## src/rtl/pdm_emu_pkg.sv

```systemverilog
package pdm_emu_pkg;

  typedef enum logic {
    CH_RIGHT = 1'b0,
    CH_LEFT  = 1'b1
  } chan_e;

  typedef struct packed {
    logic rise;
    logic fall;
  } bclk_evt_t;

endpackage

```

## src/rtl/pdm_edge_sync.sv

```systemverilog
module pdm_edge_sync
  import pdm_emu_pkg::*;
#(
  parameter int SYNC_STAGES = 2
) (
  input  logic      clk,
  input  logic      rst_n,
  input  logic      pin_i,
  output bclk_evt_t evt_o
);
  localparam int CHAIN_W = SYNC_STAGES + 1;

  logic [CHAIN_W-1:0] chain_q;

  always_ff @(posedge clk or negedge rst_n) begin
    if (!rst_n) chain_q <= '0;
    else        chain_q <= {chain_q[CHAIN_W-2:0], pin_i};
  end

  assign evt_o.rise =  chain_q[SYNC_STAGES-1] & ~chain_q[SYNC_STAGES];
  assign evt_o.fall = ~chain_q[SYNC_STAGES-1] &  chain_q[SYNC_STAGES];
endmodule

```

## src/rtl/pdm_activity.sv

```systemverilog
module pdm_activity
  import pdm_emu_pkg::*;
#(
  parameter int SLEEP_TICKS = 100000,
  parameter int WAKE_CYCLES = 32768
) (
  input  logic      clk,
  input  logic      rst_n,
  input  bclk_evt_t evt_i,
  output logic      active_o
);
  localparam int IDLE_W = (SLEEP_TICKS > 1) ? $clog2(SLEEP_TICKS) : 1;
  localparam int WAKE_W = (WAKE_CYCLES > 1) ? $clog2(WAKE_CYCLES) : 1;
  localparam logic [IDLE_W-1:0] IDLE_LIM = IDLE_W'(SLEEP_TICKS - 1);
  localparam logic [WAKE_W-1:0] WAKE_LIM = WAKE_W'(WAKE_CYCLES - 1);

  logic [IDLE_W-1:0] idle_q;
  logic [WAKE_W-1:0] wake_q;
  logic              any_edge;
  logic              timeout;

  assign any_edge = evt_i.rise | evt_i.fall;
  assign timeout  = (idle_q == IDLE_LIM) && !any_edge;

  always_ff @(posedge clk or negedge rst_n) begin
    if (!rst_n) begin
      idle_q <= '0;
    end else if (any_edge) begin
      idle_q <= '0;
    end else if (idle_q != IDLE_LIM) begin
      idle_q <= idle_q + 1'b1;
    end
  end

  always_ff @(posedge clk or negedge rst_n) begin
    if (!rst_n) begin
      active_o <= 1'b0;
      wake_q   <= '0;
    end else if (timeout) begin
      active_o <= 1'b0;
      wake_q   <= '0;
    end else if (!active_o && evt_i.rise) begin
      if (wake_q == WAKE_LIM) begin
        active_o <= 1'b1;
        wake_q   <= '0;
      end else begin
        wake_q <= wake_q + 1'b1;
      end
    end
  end
endmodule

```

## src/rtl/pdm_slot_driver.sv

```systemverilog
module pdm_slot_driver
  import pdm_emu_pkg::*;
#(
  parameter int EN_DLY  = 0,
  parameter int DIS_DLY = 0
) (
  input  logic      clk,
  input  logic      rst_n,
  input  bclk_evt_t evt_i,
  input  chan_e     chan_i,
  input  logic      active_i,
  input  logic      s_valid_i,
  input  logic      s_data_i,
  output logic      s_ready_o,
  output logic      dat_o,
  output logic      oe_o
);
  localparam int MAX_DLY = (EN_DLY > DIS_DLY) ? EN_DLY : DIS_DLY;
  localparam int DLY_W   = (MAX_DLY > 0) ? $clog2(MAX_DLY + 1) : 1;
  localparam logic [DLY_W-1:0] EN_LD  = DLY_W'(EN_DLY);
  localparam logic [DLY_W-1:0] DIS_LD = DLY_W'(DIS_DLY);

  logic             launch;
  logic             release_ev;
  logic             en_pend_q, dis_pend_q;
  logic [DLY_W-1:0] en_cnt_q, dis_cnt_q;
  logic             bit_q;
  logic             alt_q;

  assign launch     = active_i && ((chan_i == CH_LEFT) ? evt_i.rise : evt_i.fall);
  assign release_ev = (chan_i == CH_LEFT) ? evt_i.fall : evt_i.rise;
  assign s_ready_o  = launch;

  always_ff @(posedge clk or negedge rst_n) begin
    if (!rst_n) begin
      oe_o       <= 1'b0;
      dat_o      <= 1'b0;
      en_pend_q  <= 1'b0;
      dis_pend_q <= 1'b0;
      en_cnt_q   <= '0;
      dis_cnt_q  <= '0;
      bit_q      <= 1'b0;
      alt_q      <= 1'b1;
    end else if (!active_i) begin
      oe_o       <= 1'b0;
      dat_o      <= 1'b0;
      en_pend_q  <= 1'b0;
      dis_pend_q <= 1'b0;
    end else begin
      if (launch) begin
        en_pend_q <= 1'b1;
        en_cnt_q  <= EN_LD;
        bit_q     <= s_valid_i ? s_data_i : alt_q;
        if (!s_valid_i) alt_q <= ~alt_q;
      end else if (en_pend_q) begin
        if (en_cnt_q == '0) begin
          en_pend_q <= 1'b0;
          oe_o      <= 1'b1;
          dat_o     <= bit_q;
        end else begin
          en_cnt_q <= en_cnt_q - 1'b1;
        end
      end
      if (release_ev) begin
        dis_pend_q <= 1'b1;
        dis_cnt_q  <= DIS_LD;
      end else if (dis_pend_q) begin
        if (dis_cnt_q == '0) begin
          dis_pend_q <= 1'b0;
          oe_o       <= 1'b0;
          dat_o      <= 1'b0;
        end else begin
          dis_cnt_q <= dis_cnt_q - 1'b1;
        end
      end
    end
  end
endmodule

```

## src/rtl/pdm_mic_emulator.sv

```systemverilog
module pdm_mic_emulator
  import pdm_emu_pkg::*;
#(
  parameter int SLEEP_TICKS = 100000,
  parameter int WAKE_CYCLES = 32768,
  parameter int EN_DLY      = 4,
  parameter int DIS_DLY     = 1,
  parameter int SYNC_STAGES = 2
) (
  input  logic clk,
  input  logic rst_n,
  input  logic pdm_clk_i,
  input  logic chan_sel_i,
  input  logic s_valid_i,
  input  logic s_data_i,
  output logic s_ready_o,
  output logic pdm_dat_o,
  output logic pdm_oe_o
);
  bclk_evt_t evt_w;
  logic      active_w;

  pdm_edge_sync #(.SYNC_STAGES(SYNC_STAGES)) u_sync (
    .clk   (clk),
    .rst_n (rst_n),
    .pin_i (pdm_clk_i),
    .evt_o (evt_w)
  );

  pdm_activity #(.SLEEP_TICKS(SLEEP_TICKS), .WAKE_CYCLES(WAKE_CYCLES)) u_act (
    .clk      (clk),
    .rst_n    (rst_n),
    .evt_i    (evt_w),
    .active_o (active_w)
  );

  pdm_slot_driver #(.EN_DLY(EN_DLY), .DIS_DLY(DIS_DLY)) u_drv (
    .clk       (clk),
    .rst_n     (rst_n),
    .evt_i     (evt_w),
    .chan_i    (chan_e'(chan_sel_i)),
    .active_i  (active_w),
    .s_valid_i (s_valid_i),
    .s_data_i  (s_data_i),
    .s_ready_o (s_ready_o),
    .dat_o     (pdm_dat_o),
    .oe_o      (pdm_oe_o)
  );
endmodule

```

## config.mk

```make
export PLATFORM = sky130hd
export DESIGN_NAME = pdm_mic_emulator
export DESIGN_NICKNAME = d
export VERILOG_FILES = /design/src/rtl/pdm_emu_pkg.sv /design/src/rtl/pdm_edge_sync.sv /design/src/rtl/pdm_activity.sv /design/src/rtl/pdm_slot_driver.sv /design/src/rtl/pdm_mic_emulator.sv
export SDC_FILE = /design/constraint.sdc
export NUM_CORES = 1
export LEC_CHECK = 0
export ABC_AREA = 1
export CAP_MARGIN = 20
export CELL_PAD_IN_SITES_DETAIL_PLACEMENT = 2
export CELL_PAD_IN_SITES_GLOBAL_PLACEMENT = 2
export CORE_ASPECT_RATIO = 1.75
export CORE_MARGIN = 2
export CORE_UTILIZATION = 40
export CTS_BUF_LIST = sky130_fd_sc_hd__clkbuf_2
export DETAILED_ROUTE_END_ITERATION = 12
export PLACE_DENSITY = 0.89
export SLEW_MARGIN = 20
export SYNTH_ARGS = -nofsm -noshare
export SYNTH_HDL_FRONTEND = slang
export SYNTH_HIERARCHICAL = 1
export SYNTH_SLANG_ARGS = --single-unit
```

## constraint.sdc

```tcl
create_clock -name clk -period 3.9 [get_ports clk]
set_clock_uncertainty 0.15 [all_clocks]
set_input_delay 0.78 -clock clk [delete_from_list [all_inputs] [get_ports clk]]
set_output_delay 0.78 -clock clk [all_outputs]
set_load 0.01 [all_outputs]
```

==> flow_summary.json <==
{
  "rows": 40,
  "cp-end-kind": "primary output",
  "wl_met3_um": 127,
  "yosys_warnings": 6,
  "synthesis.nets": 386,
  "num_vias": 2516,
  "hp-class": "input port to asynchronous set/reset pin",
  "peakVddDrop_mv": 0.260,
  "cts_tree": "built",
  "nets": 398,
  "p_int_mw": 0.668,
  "synthAdderAreaFrac": 0.0268,
  "top_layer": "met4",
  "ys_seq_area_frac": 0.429,
  "wl_met2_um": 5040,
  "synth_top_family_by_area": "simple AND/OR/NAND/NOR gates",
  "p_sw_mw": 0.272,
  "grt_pass1_wl_um": 13900,
  "cts_buffer_depth": 2,
  "syn_to_final_growth_pct": 8.39,
  "finalCriticalPeriod_ns": 3.25,
  "p_total_mw": 0.940,
  "grt_max_degree": 40,
  "cts-resized-gates": 0,
  "clkPwrFrac": 0.304,
  "die_w_um": 67.3,
  "grt_usage": 0.241,
  "post_cts_buffers": 0,
  "rsz0062_at_grt": "false",
  "maxSlewViolCount": 0,
  "cp-start-kind": "flop",
  "maxCapViolCount": 0,
  "cts-root-buf": "clkbuf_2",
  "overflow": 0,
  "dr.pass1.iters": 4,
  "gp_congestion": 0.739,
  "antenna_cells": 0,
  "power_frac_seq": 0.585,
  "synth_flop_cell": "dfrtp_1",
  "numCtsBuffers": 5,
  "fin_ws_ns": 0.650,
  "post-dp-hpwl_um": 6160,
  "io_buffers": 8,
  "crit_fanout": 10,
  "synth-compound-area-share": 0.0464,
  "core_mm2": 0.00681,
  "combPwrFrac": 0.110,
  "drcViolationCount": 0,
  "synth.top_cell.area_share": 0.419,
  "avgRoutedWirePerCell_um": 17.5,
  "synthMuxAreaShare": 0,
  "required_ns": 2.97,
  "synthXorXnorAreaFrac": 0.0250,
  "vias_per_cell": 5.34,
  "numClockSinks": 48,
  "wirelength_um": 8260,
  "pin_count": 9,
  "first_global_vias": 2917,
  "yosys-top-cells-area": "dfrtp_1 42%, nand2_1 12%, nand3_1 8.6%, inv_1 6.6%, nor2_1 6.6%",
  "outcome": "finished clean",
  "tightest_slew_ns": 0.964,
  "fmax_mhz": 308,
  "finalHoldViolations": 0,
  "start_util": 0.412,
  "ctsHoldBuffers": 0,
  "synthArstFlopShare": 1.00,
  "synthesis.area_mm2": 0.00280,
  "setup_viol": 0,
  "period_share": 0.833,
  "final.setup.tns_ns": 0,
  "cp.arrival_ns": 2.32,
  "die-area_mm2": 0.00772,
  "htreeDepth": 2,
  "antenna_left": 0,
  "fin_hold_ws_ns": 0.213,
  "avgSynthCellArea_um2": 7.50,
  "clk_pin_slew_ns": 0.28,
  "drtIter0Drc": 89,
  "p_sw_frac": 0.290,
  "ys_ff_latch": 48,
  "drive_gt1_frac": 0.103,
  "power.density_mw_per_mm2": 309,
  "r2r_end": "u_act/wake_q[13]",
  "synth_cells": 374,
  "leakage_nw": 1.47,
  "yosys.area_share.simple": 0.388,
  "synthDistinctLibCells": 29,
  "r2r_slack_ns": 1.49,
  "path_class": "flop to primary output",
  "dp_slack_ns": 0.660,
  "reg2regPathDepth": 7,
  "antenna_found_initial": 0,
  "m1WireLength_um": 2970,
  "r2r_start": "u_sync/chain_q[1]",
  "clock_latency_ns": 0.49,
  "relSlewSlack": 0.356,
  "synth_edf_count": 0,
  "die_y_um": 115,
  "yosys.area.top_type": "dfrtp_1"
}
==> per-stage QoR <==
step                      cell area (µm²)  cells   util
after floorplan                      2800    374      -
after global placement               2970    463  0.437
after detailed placement             2970    463  0.437
after CTS                            3040    471  0.447
after global routing                 3040    471  0.447
final                                3040    471  0.447
==> area by class of cell <==
class / instances / area (µm²)
flip-flops and latches: 48 / 1200
inverters: 54 / 203
clock buffers: 5 / 25.0
clock inverters: 3 / 42.5
well taps: 84 / 105
repair buffers: 11 / 97.6
fillers: 824 / 3770
multi-input cells: 266 / 1360
==> registers in the layout, summed over array words and instances (netlist names) <==
name              cells
u_act/idle_q         17
u_drv/bit_q           1
u_drv/dis_cnt_q       3
u_act/wake_q         15
u_drv/alt_q           1
u_drv/dis_pend_q      1
u_drv/oe_o            1
u_drv/dat_o           1
u_drv/en_pend_q       1
u_act/active_o        1
u_sync/chain_q        3
u_drv/en_cnt_q        3
==> worst max path at each step <==
stage	start	end	slack [ns]
2_1_floorplan	chan_sel_i	s_ready_o	1.82
3_3_place_gp	chan_sel_i	s_ready_o	0.72
3_5_place_dp	chan_sel_i	s_ready_o	0.66
4_1_cts	u_sync/chain_q[1]	s_ready_o	0.59
5_1_grt	u_sync/chain_q[1]	s_ready_o	0.47
6_report	u_sync/chain_q[1]	s_ready_o	0.65
==> power groups by stage <==
| stage | Sequential, mW | Clock (mW) | Combinational (mW) |
|---|---|---|---|
| final | 0.550 | 0.286 | 0.104 |
| after global routing | 0.555 | 0.320 | 0.120 |
| after CTS | 0.551 | 0.299 | 0.107 |
| after detailed placement | 0.560 | 0 | 0.106 |
| after global placement | 0.557 | 0 | 0.0961 |
| after floorplan | 0.551 | 0 | 0.0679 |
==> cells in the final DEF (no fill, tap or decap), types with 2 or more instances in the layout <==
cell,synthesis,final
nor3_1,7,7
o21ai_0,10,10
nor3_2,2,2
xnor2_1,2,2
buf_4,0,3
nand3_2,5,5
nand3b_1,3,3
o21ai_1,3,3
nor2_1,49,49
nor2_2,4,4
nand2_1,86,86
clkbuf_2,0,5
nor2_4,5,5
clkdlybuf4s50_1,0,7
dfrtp_1,47,47
nand2_2,4,4
nand3_1,48,48
nand4_1,11,11
inv_2,5,5
inv_1,49,49
ha_1,6,6
xor2_1,6,6
a21oi_1,10,10
==> synthesized netlist by cell type, types with 2 or more instances <==
library cell,instances
nor2_1,49
nand3_1,48
nor3_1,7
nand4_1,11
xor2_1,6
buf_2,4
inv_1,49
ha_1,6
nor2_2,4
nand2_2,4
nand3_2,5
o21ai_1,3
nand3b_1,3
inv_2,5
a21oi_1,10
dfrtp_1,47
nor3_2,2
nand2_1,86
nor2_4,5
o21ai_0,10
xnor2_1,2
==> metal layers <==
| metal | GRT usage | up-vias |
|---|---|---|
| met5 | 0 | - |
| met4 | 0.0680 | 0 |
| met3 | 0.0401 | 8 |
| met2 | 0.484 | 18 |
| met1 | 0.239 | 1277 |
| li1 | - | 1213 |
==> critical path, cell delays in order (launching register included) <==
cell and delay, ns:
dfrtp_1 0.45, inv_1 0.06, nor2_1 0.29, inv_1 0.09
nand2_1 0.08, nand3_2 0.19, inv_1 0.15, clkdlybuf4s50_1 0.55
==> cell families after synthesis <==
logic type / count (synthesis)
AND/OR/NAND/NOR: 227
XOR/XNOR: 8
buffers and inverters: 60
flip-flops: 48
AO/OA/AOI/OAI: 25
adder cells (fa/ha/maj): 6
Note: power is estimated with default switching activity, not from simulation.
